## src/rtl/ptx_pkg.sv

```systemverilog
package ptx_pkg;

    localparam int BYTE_W    = 8;
    localparam int WORD_W    = 16;
    localparam int NUM_WORDS = 4;
    localparam int SYNC_MAX  = WORD_W * NUM_WORDS;
    localparam int IDX_W     = $clog2(SYNC_MAX);
    localparam int CNT_W     = IDX_W + 1;
    localparam int BPOS_W    = $clog2(BYTE_W);
    localparam int CRC_W     = 16;
    localparam int SEED_W    = 8;
    localparam logic [CRC_W-1:0] CRC_POLY = 16'h1021;

    typedef enum logic [2:0] {
        ST_IDLE,
        ST_PRE,
        ST_SYNC,
        ST_TRL,
        ST_PAY,
        ST_CRC,
        ST_FIN
    } ptx_state_e;

    // last bit index of each header field
    typedef struct packed {
        logic [CNT_W-1:0] pre_last;
        logic [CNT_W-1:0] sync_last;
        logic [CNT_W-1:0] trl_last;
    } ptx_lens_t;

    typedef struct packed {
        logic len_mode;
        logic auto_stop;
        logic crc_en;
    } ptx_mode_t;

    function automatic logic [CRC_W-1:0] crc_next(input logic [CRC_W-1:0] c, input logic b);
        logic fb;
        fb = c[CRC_W-1] ^ b;
        return fb ? ({c[CRC_W-2:0], 1'b0} ^ CRC_POLY) : {c[CRC_W-2:0], 1'b0};
    endfunction

endpackage

```

## src/rtl/ptx_len_decode.sv

```systemverilog
module ptx_len_decode
    import ptx_pkg::*;
(
    input  logic [2:0] pre_code,
    input  logic [1:0] sync_code,
    input  logic [2:0] trl_code,
    output ptx_lens_t  lens
);
    always_comb begin
        lens.pre_last  = CNT_W'((int'(pre_code) + 1) * BYTE_W - 1);
        lens.sync_last = CNT_W'((int'(sync_code) + 1) * WORD_W - 1);
        lens.trl_last  = CNT_W'(4 + 2 * int'(trl_code) - 1);
    end
endmodule

```

## src/rtl/ptx_sync_sel.sv

```systemverilog
module ptx_sync_sel
    import ptx_pkg::*;
#(
    parameter int W  = WORD_W,
    parameter int NW = NUM_WORDS
) (
    input  logic [NW*W-1:0]         words,
    input  logic [$clog2(NW)-1:0]   code,
    output logic [NW*W-1:0]         vec
);
    // slot 0 always carries word 0; slots 1..code carry the top words
    assign vec[W-1:0] = words[W-1:0];

    for (genvar k = 1; k < NW; k++) begin : g_slot
        logic [W-1:0] pick;
        always_comb begin
            pick = '0;
            if (k <= int'(code))
                pick = words[(NW - int'(code) + k - 1) * W +: W];
        end
        assign vec[k*W +: W] = pick;
    end
endmodule

```

## src/rtl/ptx_crc16.sv

```systemverilog
module ptx_crc16
    import ptx_pkg::*;
(
    input  logic              clk,
    input  logic              rst,
    input  logic              load,
    input  logic [SEED_W-1:0] seed,
    input  logic              step,
    input  logic              din,
    input  logic              shift,
    output logic              msb
);
    logic [CRC_W-1:0] crc_q;

    always_ff @(posedge clk) begin
        if (rst)
            crc_q <= '0;
        else if (load)
            crc_q <= {{(CRC_W-SEED_W){1'b0}}, seed};
        else if (step)
            crc_q <= crc_next(crc_q, din);
        else if (shift)
            crc_q <= {crc_q[CRC_W-2:0], 1'b0};
    end

    assign msb = crc_q[CRC_W-1];

    // accumulation and read-out never overlap
    assert_crc_modes_exclusive_R9: assert property (@(posedge clk) disable iff (rst)
        !(step && shift) && !(load && (step || shift)));
endmodule

```

## src/rtl/pkt_tx_framer.sv

```systemverilog
module pkt_tx_framer
    import ptx_pkg::*;
(
    input  logic              clk,
    input  logic              rst,
    input  logic              bit_en,
    input  logic              tx_en,
    input  logic [2:0]        cfg_pre_len,
    input  logic [1:0]        cfg_sync_len,
    input  logic [2:0]        cfg_trl_len,
    input  logic [15:0]       cfg_sync_w0,
    input  logic [15:0]       cfg_sync_w1,
    input  logic [15:0]       cfg_sync_w2,
    input  logic [15:0]       cfg_sync_w3,
    input  logic              cfg_len_mode,
    input  logic              cfg_auto_stop,
    input  logic              cfg_crc_en,
    input  logic [7:0]        cfg_crc_seed,
    input  logic              fifo_empty,
    input  logic [7:0]        fifo_data,
    output logic              fifo_rd,
    output logic              tx_bit,
    output logic              tx_valid,
    output logic              pkt_busy,
    output logic              pkt_done
);
    ptx_lens_t             lens;
    ptx_mode_t             mode;
    logic [SYNC_MAX-1:0]   sync_vec;
    logic                  crc_msb;

    ptx_state_e            state_q, state_d;
    logic [CNT_W-1:0]      cnt_q, cnt_d;
    logic [BPOS_W-1:0]     bpos_q, bpos_d;
    logic [BYTE_W-2:0]     sh_q, sh_d;
    logic [BYTE_W-1:0]     len_q, len_d, sent_q, sent_d;
    logic                  seen_q, seen_d;
    logic                  valid_q, bit_q, done_q;

    logic                  emit, ebit, pop, crc_load, crc_step, crc_shift, fin;
    logic                  end_pay;
    logic [BYTE_W-1:0]     byte_in;

    assign mode = '{len_mode: cfg_len_mode, auto_stop: cfg_auto_stop, crc_en: cfg_crc_en};

    ptx_len_decode u_len (
        .pre_code  (cfg_pre_len),
        .sync_code (cfg_sync_len),
        .trl_code  (cfg_trl_len),
        .lens      (lens)
    );

    ptx_sync_sel #(.W(WORD_W), .NW(NUM_WORDS)) u_sync (
        .words (({cfg_sync_w3, cfg_sync_w2, cfg_sync_w1, cfg_sync_w0})),
        .code  (cfg_sync_len),
        .vec   (sync_vec)
    );

    ptx_crc16 u_crc (
        .clk   (clk),
        .rst   (rst),
        .load  (crc_load),
        .seed  (cfg_crc_seed),
        .step  (crc_step),
        .din   (ebit),
        .shift (crc_shift),
        .msb   (crc_msb)
    );

    assign byte_in = fifo_empty ? '0 : fifo_data;

    always_comb begin
        if (mode.len_mode)
            end_pay = seen_q && (sent_q == len_q);
        else if (mode.auto_stop)
            end_pay = fifo_empty;
        else
            end_pay = !tx_en;
    end

    always_comb begin
        state_d   = state_q;
        cnt_d     = cnt_q;
        bpos_d    = bpos_q;
        sh_d      = sh_q;
        len_d     = len_q;
        sent_d    = sent_q;
        seen_d    = seen_q;
        emit      = 1'b0;
        ebit      = 1'b0;
        pop       = 1'b0;
        crc_load  = 1'b0;
        crc_step  = 1'b0;
        crc_shift = 1'b0;
        fin       = 1'b0;

        unique case (state_q)
            ST_IDLE: begin
                if (tx_en) begin
                    state_d  = ST_PRE;
                    cnt_d    = '0;
                    bpos_d   = '0;
                    sent_d   = '0;
                    seen_d   = 1'b0;
                    crc_load = 1'b1;
                end
            end
            ST_PRE: begin
                if (bit_en) begin
                    emit = 1'b1;
                    ebit = ~cnt_q[0];
                    if (cnt_q == lens.pre_last) begin
                        state_d = ST_SYNC;
                        cnt_d   = '0;
                    end else begin
                        cnt_d = cnt_q + 1'b1;
                    end
                end
            end
            ST_SYNC: begin
                if (bit_en) begin
                    emit = 1'b1;
                    ebit = sync_vec[cnt_q[IDX_W-1:0]];
                    if (cnt_q == lens.sync_last) begin
                        state_d = ST_TRL;
                        cnt_d   = '0;
                    end else begin
                        cnt_d = cnt_q + 1'b1;
                    end
                end
            end
            ST_TRL: begin
                if (bit_en) begin
                    emit = 1'b1;
                    ebit = ~cnt_q[0];
                    if (cnt_q == lens.trl_last) begin
                        state_d = ST_PAY;
                        cnt_d   = '0;
                        bpos_d  = '0;
                    end else begin
                        cnt_d = cnt_q + 1'b1;
                    end
                end
            end
            ST_PAY: begin
                if (bit_en) begin
                    if (bpos_q == '0) begin
                        if (end_pay) begin
                            if (mode.crc_en) begin
                                emit      = 1'b1;
                                ebit      = crc_msb;
                                crc_shift = 1'b1;
                                state_d   = ST_CRC;
                                cnt_d     = CNT_W'(1);
                            end else begin
                                state_d = ST_FIN;
                                fin     = 1'b1;
                            end
                        end else if (!(fifo_empty && mode.len_mode)) begin
                            emit     = 1'b1;
                            ebit     = byte_in[0];
                            pop      = !fifo_empty;
                            crc_step = 1'b1;
                            sh_d     = byte_in[BYTE_W-1:1];
                            bpos_d   = BPOS_W'(1);
                            if (mode.len_mode && !seen_q) begin
                                len_d  = byte_in;
                                seen_d = 1'b1;
                            end else begin
                                sent_d = sent_q + 1'b1;
                            end
                        end
                    end else begin
                        emit     = 1'b1;
                        ebit     = sh_q[0];
                        crc_step = 1'b1;
                        sh_d     = {1'b0, sh_q[BYTE_W-2:1]};
                        bpos_d   = bpos_q + 1'b1;
                    end
                end
            end
            ST_CRC: begin
                if (bit_en) begin
                    emit      = 1'b1;
                    ebit      = crc_msb;
                    crc_shift = 1'b1;
                    if (cnt_q == CNT_W'(CRC_W - 1)) begin
                        state_d = ST_FIN;
                        fin     = 1'b1;
                    end else begin
                        cnt_d = cnt_q + 1'b1;
                    end
                end
            end
            ST_FIN: begin
                if (!tx_en)
                    state_d = ST_IDLE;
            end
            default: state_d = ST_IDLE;
        endcase
    end

    always_ff @(posedge clk) begin
        if (rst) begin
            state_q <= ST_IDLE;
            cnt_q   <= '0;
            bpos_q  <= '0;
            sh_q    <= '0;
            len_q   <= '0;
            sent_q  <= '0;
            seen_q  <= 1'b0;
            valid_q <= 1'b0;
            bit_q   <= 1'b0;
            done_q  <= 1'b0;
        end else begin
            state_q <= state_d;
            cnt_q   <= cnt_d;
            bpos_q  <= bpos_d;
            sh_q    <= sh_d;
            len_q   <= len_d;
            sent_q  <= sent_d;
            seen_q  <= seen_d;
            valid_q <= emit;
            bit_q   <= emit & ebit;
            done_q  <= fin;
        end
    end

    assign fifo_rd  = pop;
    assign tx_bit   = bit_q;
    assign tx_valid = valid_q;
    assign pkt_done = done_q;
    assign pkt_busy = (state_q != ST_IDLE) && (state_q != ST_FIN);

    // a pop never targets an empty FIFO
    assert_pop_not_empty_R5: assert property (@(posedge clk) disable iff (rst)
        fifo_rd |-> !fifo_empty);

    // a valid bit only follows an enabled cycle
    assert_valid_after_enable_R10: assert property (@(posedge clk) disable iff (rst)
        tx_valid |-> $past(bit_en));

    // done is a single pulse and closes a busy interval
    assert_done_single_R11: assert property (@(posedge clk) disable iff (rst)
        pkt_done |=> !pkt_done);

    assert_done_ends_busy_R11: assert property (@(posedge clk) disable iff (rst)
        pkt_done |-> (!pkt_busy && $past(pkt_busy)));

    // with tx_en still high after done, the framer stays quiet
    assert_no_restart_R12: assert property (@(posedge clk) disable iff (rst)
        (pkt_done && tx_en) |=> !pkt_busy);
endmodule

```

## config.mk

```make
export PLATFORM = sky130hd
export DESIGN_NAME = pkt_tx_framer
export DESIGN_NICKNAME = d
export VERILOG_FILES = /design/src/rtl/ptx_pkg.sv /design/src/rtl/ptx_len_decode.sv /design/src/rtl/ptx_sync_sel.sv /design/src/rtl/ptx_crc16.sv /design/src/rtl/pkt_tx_framer.sv
export SDC_FILE = /design/constraint.sdc
export NUM_CORES = 1
export LEC_CHECK = 0
export BUFFER_PORTS_ARGS = -buffer_cell sky130_fd_sc_hd__buf_2
export CORE_ASPECT_RATIO = 0.75
export CORE_MARGIN = 10
export CORE_UTILIZATION = 30
export DETAILED_ROUTE_END_ITERATION = 7
export GPL_TIMING_DRIVEN = 0
export PLACE_DENSITY = 0.55
export REMOVE_ABC_BUFFERS = 1
export SLEW_MARGIN = 10
export SYNTH_ARGS = -nofsm -noshare
export SYNTH_HDL_FRONTEND = slang
export SYNTH_HIERARCHICAL = 1
export SYNTH_SLANG_ARGS = --single-unit
```

## constraint.sdc

```tcl
create_clock -name clk -period 4.5 [get_ports clk]
set_input_delay 0.45 -clock clk [delete_from_list [all_inputs] [get_ports clk]]
set_output_delay 0.45 -clock clk [all_outputs]
set_load 0.01 [all_outputs]
```

# Word level (Yosys, flattened, before mapping)

Index checks and enable logic that the tools add are counted.

Register bits after elaboration: 56
Bits of input ports: 96
Output and inout bits: 5
Word-level logic and storage cells: 205

Add/sub/neg operators: 16
Magnitude comparators: 4
Equal/unequal tests: 35
Shifts and indexed selects: 3
Mux-type cells: 104
Bitwise logic cells: 6
Reduce and logical (&&, ||, !) cells: 25

Operator list:

| operator                                            | count |
|---|---|
| variable part select 64 x 32 -> 16 bit              | 3 |
| two-way mux 7 bit                                   | 16 |
| subtractor 28 x 2 -> 28 bit (second input constant) | 3 |
| two-way mux 16 bit                                  | 5 |
| two-way mux 8 bit                                   | 8 |
| two-way mux 3 bit                                   | 20 |
| adder 28 x 3 -> 28 bit (second input constant)      | 2 |
| two-way mux 1 bit                                   | 43 |
| != test 2 bit (second input constant)               | 21 |
| case mux 7 bit (6 select lines)                     | 1 |
| adder 28 x 2 -> 28 bit (second input constant)      | 1 |
| == test 7 bit                                       | 3 |
| case mux 3 bit (7 select lines)                     | 1 |
| AND reduction 7 bit                                 | 3 |
| subtractor 7 x 2 -> 7 bit (second input constant)   | 3 |
| case mux 8 bit (2 select lines)                     | 1 |
| two-way mux 13 bit                                  | 1 |
| AND reduction 13 bit                                | 1 |
| AND reduction 11 bit                                | 1 |
| == test 3 bit (second input constant)               | 3 |
| != test 3 bit (second input constant)               | 3 |
| case mux 3 bit (3 select lines)                     | 1 |
| nonzero test 3 bit                                  | 3 |
| adder 8 x 1 -> 8 bit (second input constant)        | 1 |
| 30 further kinds                                    | 45 |

# Longest topological paths before layout

Gate-level depths: netlist (run 1).

Word-level depth: 13
Depth in mapped cells: 18
Depth with buffers taken out: 14

# Hierarchy

The synthesis (run 1) kept the hierarchy.

By module, submodules not included:

| module         | instances | cells each | area each (um^2) |
|---|---|---|---|
| pkt_tx_framer  | 1         | 391        | 3293.2 |
| ptx_sync_sel   | 1         | 160        | 1316.3 |
| ptx_crc16      | 1         | 84         | 701.9 |
| ptx_len_decode | 1         | 29         | 206.4 |

# Worst setup path after synthesis (run 1)

No wires, ideal clock.

Path kind: input to register
Start point: input port cfg_sync_len[0]
End point: register u_crc.crc_q[5]
Library setup time: 0.074 ns
Arrival: 3.714 ns
Path slack: 0.712 ns
Cell stages on the path: 18
Cells stage by stage: buf_4 inv_2 buf_2 ha_1 buf_4 and2b_4 buf_4 a221oi_1 a211oi_1 mux4_2 nor2b_1 a211oi_1 a211oi_1 o22ai_1 nor2_1 xnor3_1 mux2_4 o22ai_2

Word-level cells in the longest chain between the ends: 13
Elaborated cells on any way between the ends: 24
Classes of those cells: add/sub (7); order compare (3); shift (3); mux (10); bitwise (1)

Ends and longest elaborated chain:

| element                                     | RTL line             | RTL |
|---|---|---|
| from (decl)                                 | pkt_tx_framer.sv:9   | `input logic [1:0] cfg_sync_len,` |
| subtractor 3 x 2 -> 4 bit                   | ptx_sync_sel.sv:19   | `pick = words[(NW - int'(code) + k - 1) * W +: W];` |
| adder 28 x 3 -> 28 bit                      | ptx_sync_sel.sv:19   |  |
| subtractor 28 x 2 -> 28 bit                 | ptx_sync_sel.sv:19   |  |
| variable part select 64 x 32 -> 16 bit      | ptx_sync_sel.sv:19   |  |
| two-way mux 16 bit (*)                      | ptx_sync_sel.sv:18   | `if (k <= int'(code))` |
| net sync_vec[33]                            | pkt_tx_framer.sv:29  | `logic [SYNC_MAX-1:0] sync_vec;` |
| binary-select mux 1 bit (select 6 bit) (*)  | pkt_tx_framer.sv:123 | `ebit = sync_vec[cnt_q[IDX_W-1:0]];` |
| two-way mux 1 bit (implied by the code) (*) | pkt_tx_framer.sv:123 |  |
| two-way mux 1 bit (*)                       | pkt_tx_framer.sv:121 | `if (bit_en) begin` |
| case mux 1 bit (4 select lines) (*)         | pkt_tx_framer.sv:97  | `unique case (state_q)` |
| net ebit                                    | pkt_tx_framer.sv:40  | `logic emit, ebit, pop, crc_load, crc_step, crc_shift, fin;` |
| XOR 1 bit (*)                               | ptx_pkg.sv:39        | `fb = c[CRC_W-1] ^ b;` |
| two-way mux 13 bit (*)                      | ptx_pkg.sv:40        | `return fb ? ({c[CRC_W-2:0], 1'b0} ^ CRC_POLY) : {c[CRC_W-2:0], 1'b0};` |
| two-way mux 16 bit (*)                      | ptx_crc16.sv:20      | `else if (step)` |
| two-way mux 8 bit (*)                       | ptx_crc16.sv:18      | `else if (load)` |
| to (signal assigned)                        | ptx_crc16.sv:19      | `crc_q <= {{(CRC_W-SEED_W){1'b0}}, seed};` |
| to (signal assigned)                        | ptx_crc16.sv:21      | `crc_q <= crc_next(crc_q, din);` |
| to (signal assigned)                        | ptx_crc16.sv:23      | `crc_q <= {crc_q[CRC_W-2:0], 1'b0};` |
| to (decl)                                   | ptx_crc16.sv:13      | `logic [CRC_W-1:0] crc_q;` |

Mark *: on every way through the listed nets, which the timed path passes. The rest lies on a longest branch. The select of a mux whose other input is x is not followed.
A chain may end at the register's enable or synchronous reset.

# Worst setup path in the final report (run 1)

Ends and elaborated chain as after synthesis.

==> results of run 1 <==
kinds of logic after synthesis:
| group | share of synthesized area (%) |
|---|---|
| AOI/OAI and AO/OA | 26.5 |
| xor gates and xnor gates | 5.65 |
| muxes | 13.2 |
| other | 0.136 |
| adders and majority gates | 2.49 |
| buffers and inverters | 9.98 |
| and+or+nand+nor | 21.7 |
| DFF | 20.3 |
critical path: stages:
cell	delay (ns)
buf_6	0.25
inv_6	0.20
ha_4	0.47
buf_12	0.23
inv_2	0.20
a221oi_1	0.34
a211oi_1	0.11
mux4_2	0.49
nor2b_1	0.14
a211oi_1	0.24
a211oi_1	0.08
o22ai_1	0.38
nor2_1	0.18
xnor3_1	0.21
mux2_4	0.28
o22ai_2	0.12
synthesized netlist by cell type, types with 6 or more instances:
cell type  instances  share of area, %
nand2_1           57               3.9
nor2b_1           32               3.6
inv_1             14              0.95
or3_1             10               1.1
and2_1            19               2.2
buf_4             37               5.0
nand3_1           24               2.2
a221oi_2           8               2.2
clkbuf_1          23               1.6
nand4_1            7              0.79
a21oi_2            6              0.95
ha_1              11               2.5
buf_2             16               1.5
dfxtp_1           56                20
a211oi_1          50               6.8
mux2i_1           43               7.8
xor2_1            15               2.4
a221oi_1           9               1.4
nor3_1             6              0.54
o22ai_1            7              0.79
nand2b_1           7              0.79
o21ai_0           13               1.2
a211oi_2           9               2.0
mux4_2            12               4.9
nor2_1            31               2.1
a311oi_1           7               1.1
a21oi_1           27               2.4
xnor2_1           18               2.9
routing by layer:
layer / vias to the layer above / global-route usage [%] / part of all wire, %
li1: 2505 / - / -
met1: 2336 / 18.7 / 50
met2: 122 / 19.7 / 45
met3: 10 / 2.74 / 4.9
met4: 2 / 1.49 / 0.61
met5: - / 0 / 0.044
registers in the layout, summed over array words and instances, names as in the netlist:
register	flops
u_crc/crc_q	16
bpos_q	3
len_q	8
sh_q	7
state_q	3
sent_q	8
seen_q	1
tx_valid	1
tx_bit	1
pkt_done	1
cnt_q	7
power by group through the flow:
stage	Combinational [mW]	Sequential [mW]	Clock (mW)
2_1_floorplan	0.534	0.627	0
3_3_place_gp	0.741	0.659	0
3_5_place_dp	0.744	0.661	0
4_1_cts	0.749	0.649	0.461
5_1_grt	0.836	0.665	0.487
6_report	0.755	0.648	0.447
final cells by class:
class / instances / area, µm² / area share, %
antenna: 2 / 5.00 / 0.0820
clock buffer: 5 / 125 / 2.05
clock inverter: 3 / 42.5 / 0.697
inverter: 16 / 65.1 / 1.07
multi-input combinational: 519 / 3910 / 64.0
sequential: 56 / 1120 / 18.4
tap: 242 / 303 / 4.96
timing repair buffer: 102 / 534 / 8.75
timing repair:
action | 4_1_cts | 5_1_grt
endpoints found under the setup margin | 3 | 3
pin swaps | 0 | 1
endpoints found under the hold margin | 0 | 0
gates resized for setup | 3 | 3
buffers inserted | 0 | 1
worst min-delay path by stage:
stage                                             from  slack [ns]  cells past startpoint                           end
final                                  cfg_crc_seed[5]        0.42                      3   u_crc/crc_q[5]$_SDFFE_PP0P_
after global routing                   cfg_crc_seed[5]        0.42                      3   u_crc/crc_q[5]$_SDFFE_PP0P_
after CTS                              cfg_crc_seed[5]        0.42                      3   u_crc/crc_q[5]$_SDFFE_PP0P_
after detailed placement  u_crc/crc_q[14]$_SDFFE_PP0P_        0.44                      2  u_crc/crc_q[14]$_SDFFE_PP0P_
after global placement     u_crc/crc_q[8]$_SDFFE_PP0P_        0.44                      2   u_crc/crc_q[8]$_SDFFE_PP0P_
after floorplan           u_crc/crc_q[10]$_SDFFE_PP0P_        0.43                      2  u_crc/crc_q[10]$_SDFFE_PP0P_
stage by stage:
stage               setup slack, ns  utilization (%)  instances  cell area [µm²]
finish                        0.277             34.2        945             6110
global route                 0.0128             34.2        945             6110
CTS                          0.0600             34.0        942             6080
detailed placement           -0.954             33.0        934             5890
global placement              -2.19             32.8        933             5860
floorplan                    -0.252                -        591             5060
==> metrics, run 1 <==
status finished clean; Clock Power Share 24.2%; number of synthesized flops with an enable pin 0; clk_skew 0.00924 ns; DRT Wirelength 16,000 µm; DR iter-0 viols 416; die outline width 177 µm; critical path endpoint category register; Detailed Routing Iterations Pass 1 7; initial antenna violation count 4; sequential share of the synthesized area 20.3%; filler instances 1,902; Psw 711 µW; fraction of registers with async set/reset 0%; commonest non-fill, non-tap cell in the layout buf_2; period utilisation layout 93.8%; r2r worst-path depth 8; initial core utilization 30.9%; combinational share of power 40.8%; Yosys reg bits 56; synthesized area per cell 8.31 µm²; Remaining Overflow, GRT 0; Top FF cell, synth dfxtp_1; Worst Tran Pin Value 1.20 ns; Final Hold Fails 0; fin nets 807; Total GRT Usage 12.9%; Worst-path clk slew 0.07 ns; drt wl/cell 16.9 µm; vias in the first global route 4,746; Critical Path End u_crc/crc_q[5]$_SDFFE_PP0P_; Fmax achieved 0.237 GHz; R2R Path End u_crc/crc_q[3]$_SDFFE_PP0P_; antenna viol nets, final 0; Max-Cap Viols 0; synth unique cells 79; switching share of power 38.4%; largest net degree at the start of global routing 37; peak supply drop 0.000215 V; H-tree levels 2; clock sink count 56; CP startpoint cfg_sync_len[0]; power consumption 1.85 mW; final hold slack 0.421 ns; worst rel slew slack 20.0%; Worst-Skew Late Latency 0.29 ns; minimum clock period after layout 4.22 ns; Worst Path Arrival 4.44 ns; DP HPWL 12,100 µm; Int Pwr 1.14 mW; startpoint types input port; layout cells sized above 1 24.4%; Reg2Reg Setup Slack 1.11 ns; Setup TNS 0 ns; RD Place Congestion 0.820; I/O pins 101; Syn Std Cell Area 0.00552 mm²; FF-to-FF Start bpos_q[0]$_SDFFE_PP0P_; Mapped Cells 664; global-route wire length before repair 26,000 µm; # rows 42; commonest non-fill, non-tap cells in the layout buf_2, nand2_1, dfxtp_1; PwrDens 303 mW/mm²; DRC viols 0; Core Area 0.0179 mm²; WS Path Type in2reg; Num CTS Buffers 5; sequential power share 35.0%; yosys warns 6; CTS tree done; Crit Path Max Fanout 36; Area Overhead vs Synth 10.7%; Die Y 137 µm; CTS Hold Bufs 0; PortBufs 100; clk buf depth 2; Vias 4,975; Pleak 2.18 nW; die area 0.0243 mm²; drt via density 5.26; CTS root buf clkbuf_16; Final setup viols 0; HP Class in2reg; unrepaired setup endpoints after global routing no; max-slew violation count 0; CP required 4.71 ns
No activity file was read; power rests on OpenSTA's default activity.
==> run 2: changes to the inputs <==
==> constraint.sdc (replaced) <==
create_clock -name clk -period 4.2 [get_ports clk]
set_input_delay 0.42 -clock clk [delete_from_list [all_inputs] [get_ports clk]]
set_output_delay 0.42 -clock clk [all_outputs]
set_load 0.01 [all_outputs]
==> run 2 against run 1 <==
  * Die area is the same
  * Sequential cell count is the same
  * Clock power grew 6.9%
  * Routed wire length grew 0.52%
  * Sequential power grew 7.3%
  * Sequential share of layout area is essentially flat
  * Global-route usage grew 0.12 points
==> metrics, run 2 (synthesis results as in run 1) <==
drt wl/cell 17.0 µm (+0.42%); initial antenna violation count 4 (unchanged); commonest non-fill, non-tap cell in the layout buf_2; period utilisation layout 95.6%; DP HPWL 12,100 µm (unchanged); status finished clean; drt via density 5.25 (-0.25%); most frequent CP cell a211oi_1; GR peak layer met2; top flop regs u_crc/crc_q: 16 flops, len_q: 8 flops, sent_q: 8 flops; Post-Route Utilization 34.3% (+0.077 points); Num CTS Buffers 5 (unchanged); max reg flops 16 (unchanged); CP required 4.41 ns (-0.30 ns); Core Area 0.0179 mm² (unchanged); Largest stage delay, worst path 0.36 ns (-0.13 ns); final non-filler cell total 946 (+0.11%); final hold slack 0.391 ns (-0.0299 ns); Psw 765 µW (+7.6%); Worst-Skew Late Latency 0.29 ns (about the same); Fmax achieved 0.249 GHz; DRT Wirelength 16,100 µm (+0.52%); HP Class in2reg; FF-to-FF Start bpos_q[0]$_SDFFE_PP0P_; vias in the first global route 4,765 (+0.40%); Slowest cell on crit path and2b_4; combinational share of power 41.0% (+0.2 points); layout cells sized above 1 24.6% (+0.25 points); worst rel slew slack 20.0% (-0.066 points); die outline width 177 µm (unchanged); GR Util met2 20.0% (+0.23 points); CP startpoint cfg_sync_len[0]; GRT met1 Usage 18.8% (+0.078 points); I/O pins 101 (unchanged); CTS Hold Bufs 0 (unchanged); Vias 4,968 (-0.14%); Die Y 137 µm (unchanged); DR iter-0 viols 393 (-5.5%); clk_skew 0.00875 ns (-0.000494 ns); CP Cell Sequence buf_6, inv_6, ha_4, buf_12, and2b_4, a221oi_1, a211oi_1, mux4_2, nor2b_1, a211oi_1, a211oi_1, o22ai_2, nor2_1, xnor3_1, mux2_4, o22ai_2; sequential power share 35.0% (about the same); met3 global-route usage 2.71% (-0.027 points); Setup TNS 0 ns (unchanged); Int Pwr 1.22 mW (+7.3%); H-tree levels 2 (unchanged); power consumption 1.99 mW (+7.4%); CTS root buf clkbuf_16; Final setup viols 0 (unchanged); max-slew violation count 0 (unchanged); largest net degree at the start of global routing 37 (unchanged); PortBufs 100 (unchanged); Hold Path Origin cfg_crc_seed[5]; Total GRT Usage 13.0% (+0.12 points); DRC viols 0 (unchanged); clock sink count 56 (unchanged); minimum clock period after layout 4.02 ns; Detailed Routing Iterations Pass 1 6 (-1); Crit Path Max Fanout 36 (unchanged); startpoint types input port; Worst Path Arrival 4.23 ns (-0.21 ns); RD Place Congestion 0.820 (unchanged); clk buf depth 2 (unchanged); Max-Cap Viols 0 (unchanged); Final Hold Fails 0 (unchanged); critical path endpoint category register; PwrDens 325 mW/mm² (+7.2%); Clock Power Share 24.1% (about the same); unrepaired setup endpoints after global routing no; CTS tree done; antenna viol nets, final 0 (unchanged); switching share of power 38.5% (+0.060 points); Worst Tran Pin Value 1.20 ns (+0.000988 ns); peak supply drop 0.000231 V (+7.3%); Final Cell Area 0.00612 mm² (+0.23%); initial core utilization 30.9% (unchanged); Area Overhead vs Synth 10.9%; die area 0.0243 mm² (unchanged); Pleak 2.19 nW (+0.32%); worst setup margin 0.185 ns (-0.0923 ns); Biggest register u_crc/crc_q; Worst-path clk slew 0.07 ns (about the same); fin nets 808 (+0.12%); global-route wire length before repair 26,200 µm (+0.77%); # rows 42 (unchanged); commonest non-fill, non-tap cells in the layout buf_2, nand2_1, dfxtp_1; Remaining Overflow, GRT 0 (unchanged); placed cell area 0.00589 mm² (unchanged); placed insts 934 (unchanged); WS Path Type in2reg; pre-CTS setup slack -1.22 ns (-0.270 ns)
-- run 2: final timing paths --
check / slack, ns / to / cells past startpoint
max reg2reg: 0.82 / u_crc/crc_q[3]$_SDFFE_PP0P_ / 8
min reg2reg: 0.45 / u_crc/crc_q[14]$_SDFFE_PP0P_ / 2
max: 0.18 / u_crc/crc_q[5]$_SDFFE_PP0P_ / 16
min: 0.39 / u_crc/crc_q[5]$_SDFFE_PP0P_ / 3
-- run 2: power groups by stage --
stage | clock (mW) | sequential, mW | combinational [mW]
5_1_grt | 0.522 | 0.713 | 0.899
3_3_place_gp | 0 | 0.707 | 0.794
2_1_floorplan | 0 | 0.671 | 0.572
6_report | 0.478 | 0.695 | 0.814
4_1_cts | 0.494 | 0.695 | 0.810
3_5_place_dp | 0 | 0.708 | 0.797
-- run 2: area by class of cell --
class	count	area (µm²)
fillers	1901	11700
multi-input cells	519	3910
flip-flops and latches	56	1120
repair buffers	103	542
well taps	242	303
clock buffers	5	125
inverters	16	65.1
clock inverters	3	42.5
diodes	2	5.00
-- run 2: per-layer routing --
| layer | part of all wire (%) | vias to the layer above | wire [µm] |
|---|---|---|---|
| li1 | - | 2505 | - |
| met1 | 50 | 2345 | 8080 |
| met2 | 44 | 104 | 7140 |
| met3 | 4.5 | 12 | 716 |
| met4 | 0.86 | 2 | 138 |
| met5 | 0.044 | - | 7 |
-- run 2: repair_timing --
action,CTS,global route
pin swaps,1,0
setup endpoints to repair,4,3
resized for setup,5,2
setup buffers,2,0
-- run 2: critical path, delay by kind of cell --
kind	cells	cell delay [ns]
AO/OA/AOI/OAI	6	1.12
AND/OR/NAND/NOR	3	0.79
buffers and inverters	3	0.65
multiplexers	2	0.55
adder cells (fa/ha/maj)	1	0.35
XOR/XNOR	1	0.28
==> run 3: changes to the inputs <==
--- a/config.mk
+++ b/config.mk
@@ -5,16 +5,17 @@
 export SDC_FILE = /design/constraint.sdc
 export NUM_CORES = 1
 export LEC_CHECK = 0
+export ABC_CLOCK_PERIOD_IN_PS = 4200
 export BUFFER_PORTS_ARGS = -buffer_cell sky130_fd_sc_hd__buf_2
 export CORE_ASPECT_RATIO = 0.75
 export CORE_MARGIN = 10
 export CORE_UTILIZATION = 30
 export DETAILED_ROUTE_END_ITERATION = 7
 export GPL_TIMING_DRIVEN = 0
-export PLACE_DENSITY = 0.55
+export PLACE_DENSITY = 0.56
+export RECOVER_POWER = 25
 export REMOVE_ABC_BUFFERS = 1
 export SLEW_MARGIN = 10
 export SYNTH_ARGS = -nofsm -noshare
 export SYNTH_HDL_FRONTEND = slang
-export SYNTH_HIERARCHICAL = 1
 export SYNTH_SLANG_ARGS = --single-unit
==> run 3 against run 2 <==
  * Sequential power shrank 5.0%
  * Routed wire length is 3.6% lower
  * Non-clock buffer count is 1 lower
  * Hold slack worse by 0.014 ns
  * Critical path type is now reg2reg
==> metrics, run 3 <==
status finished clean; FF-to-FF Start cnt_q[1]$_SDFFE_PP0P_; H-tree levels 2 (unchanged); xor and xnor area share after synthesis 4.91% (-0.73 points); Total GRT Usage 13.3% (+0.22 points); Fmax achieved 0.260 GHz (+4.3%); Yosys top cell area share 21.7% (+1.4 points); Syn Std Cell Area 0.00517 mm² (-6.3%); Mapped Cells 591 (-11%); sequential share of the synthesized area 21.7% (+1.4 points); Die Y 134 µm (-2.7%); WS Path Type reg2reg; PortBufs 100 (unchanged); worst setup margin 0.349 ns (+0.164 ns); HP Class in2reg; hold endpoint len_q[2]$_SDFFE_PP0P_; largest cells by area after synthesis dfxtp_1, mux4_2, mux2i_1; Worst-path clk slew 0.07 ns (about the same); Final setup viols 0 (unchanged); Biggest register u_crc.crc_q; commonest non-fill, non-tap cells in the layout buf_2, nor2_1, nand2_1; CTS tree done; Reg2Reg Setup Slack 0.35 ns (-0.47 ns); DRC viols 0 (unchanged); DR iter-0 viols 491 (+25%); Remaining Overflow, GRT 0 (unchanged); Final Hold Fails 0 (unchanged); die outline width 172 µm (-2.9%); synth unique cells 61 (-23%); # rows 41 (-2.4%); R2R Path End u_crc.crc_q[5]$_SDFFE_PP0P_; final non-filler cell total 871 (-7.9%); drt via density 5.52 (+5.1%); Synth area leader dfxtp_1; number of synthesized flops with an enable pin 0 (unchanged); Vias 4,808 (-3.2%); peak supply drop 0.000193 V (-16%); largest net degree at the start of global routing 52 (+41%); RD Place Congestion 0.818 (-0.18%); layout cells sized above 1 24.5% (-0.10 points); PwrDens 317 mW/mm² (-2.4%); pre-CTS setup slack -0.636 ns (+0.588 ns); Num CTS Buffers 5 (unchanged); clk_skew 0.00623 ns (-0.00252 ns); DP HPWL 11,800 µm (-2.5%); I/O pins 101 (unchanged); clock sink count 56 (unchanged); Crit Path Max Fanout 26 (-28%); DRT Wirelength 15,500 µm (-3.6%); die area 0.0229 mm² (-5.5%); largest family of logic cells by synthesized area multiplexers; power consumption 1.88 mW (-5.5%); Yosys reg bits 56 (unchanged); CP required 4.40 ns (about the same); unrepaired setup endpoints after global routing no; Setup Buffers After CTS 0 (-2); top flop regs u_crc.crc_q: 16 flops, len_q: 8 flops, sent_q: 8 flops; multiplexer share of the synthesized area 26.8% (+14 points); yosys warns 0 (-6); count leader, synth nor2_1; fraction of registers with async set/reset 0% (unchanged); max reg flops 16 (unchanged); Core Area 0.0169 mm² (-5.5%); Hold Path Origin fifo_data[2]; hold path cells 3 (unchanged); clk buf depth 2 (unchanged); worst rel slew slack 22.8% (+2.8 points); post-synthesis simple-gate area fraction 20.1% (-1.6 points); minimum clock period after layout 3.85 ns (-0.164 ns); Area Overhead vs Synth 14.6%; initial antenna violation count 0 (-4); drt wl/cell 17.8 µm (+4.7%); Worst Path Arrival 4.05 ns (-0.18 ns); Worst Tran Pin Value 1.15 ns (-0.0496 ns); CTS Hold Bufs 0 (unchanged); Worst-Skew Late Latency 0.30 ns (about the same); Max-Cap Viols 0 (unchanged); synthesized area per cell 8.75 µm² (+5.2%); fin nets 765 (-5.3%); critical path endpoint category register; r2r worst-path depth 9 (+1); CTS root buf clkbuf_16; top cells by count, synth nor2_1, nand2_1, dfxtp_1, mux4_2, mux2i_1; Post-Route Utilization 35.1% (+0.84 points); Detailed Routing Iterations Pass 1 5 (-1); compound-cell area share of the yosys netlist 17.5% (-9.1 points); max-slew violation count 0 (unchanged); diode count 0 (-2); Pleak 2.26 nW (+3.1%); Synth Area in Adders 3.39% (+0.89 points); placed insts 863 (-7.6%); initial core utilization 30.6% (-0.26 points); startpoint types register; Top FF cell, synth dfxtp_1; antenna viol nets, final 0 (unchanged); commonest non-fill, non-tap cell in the layout buf_2; vias in the first global route 4,647 (-2.5%); global-route wire length before repair 25,200 µm (-3.7%); period utilisation layout 91.7% (-3.9 points)
## run 3: area by class of cell
| cell class | instances | area, µm² |
|---|---|---|
| tap | 215 | 269 |
| inverter | 17 | 63.8 |
| sequential | 56 | 1120 |
| timing repair buffer | 102 | 546 |
| clock buffer | 7 | 143 |
| clock inverter | 1 | 7.51 |
| multi-input combinational | 473 | 3770 |
| fill | 1759 | 11000 |
## run 3: repair_timing
item / CTS / global route
gates resized for setup: 2 / 3
hold endpoints to repair: 0 / 0
cloned: 0 / 0
setup endpoints to repair: 3 / 3
## run 3: power breakdown
part           internal [mW]  switching (mW)
Combinational          0.352           0.432
Clock                  0.238           0.194
Sequential             0.567          0.0938
Total                   1.16           0.720
## run 3: how the worst max path moves through the flow
| stage | slack (ns) | startpoint | endpoint |
|---|---|---|---|
| 2_1_floorplan | 0.15 | cfg_sync_len[0] | u_crc.crc_q[12]$_SDFFE_PP0P_ |
| 3_5_place_dp | -0.64 | cfg_sync_len[0] | u_crc.crc_q[12]$_SDFFE_PP0P_ |
| 4_1_cts | 0.13 | cfg_sync_len[0] | u_crc.crc_q[12]$_SDFFE_PP0P_ |
| 6_report | 0.35 | cnt_q[1]$_SDFFE_PP0P_ | u_crc.crc_q[5]$_SDFFE_PP0P_ |
| 5_1_grt | 0.04 | cnt_q[1]$_SDFFE_PP0P_ | u_crc.crc_q[12]$_SDFFE_PP0P_ |
| 3_3_place_gp | -2.26 | cfg_sync_len[0] | u_crc.crc_q[12]$_SDFFE_PP0P_ |
## run 3: cells by family (layout without fill, tap and decap cells)
kind of cell	count (synthesis)	count (layout)
buffers and inverters	62	127
flip-flops	56	56
AO/OA/AOI/OAI	128	128
AND/OR/NAND/NOR	219	219
adder cells (fa/ha/maj)	14	14
multiplexers	83	83
XOR/XNOR	29	29
## run 3: critical path, cell delays in order (launching register included)
cell and delay (ns):
dfxtp_1 1.01, inv_1 0.51, mux2_2 0.36, o211ai_1 0.09
a2111oi_0 0.66, a311oi_1 0.12, a211oi_2 0.28, mux2i_1 0.38
nor2_1 0.07, o32ai_1 0.25
## run 3: per-stage QoR
step	setup TNS, ns	hold slack [ns]	cell area, µm²
finish	0	0.377	5920
global route	0	0.391	5920
CTS	0	0.373	5920
detailed placement	-1.76	0.454	5750
global placement	-20.82	0.448	5710
floorplan	0	0.430	4940
## run 3: per-layer routing
metal  track usage, %  part of all wire, %
met2             18.9                   42
met1             20.1                   50
met3             2.80                  6.5
met4             1.98                 0.93
met5                0                    0
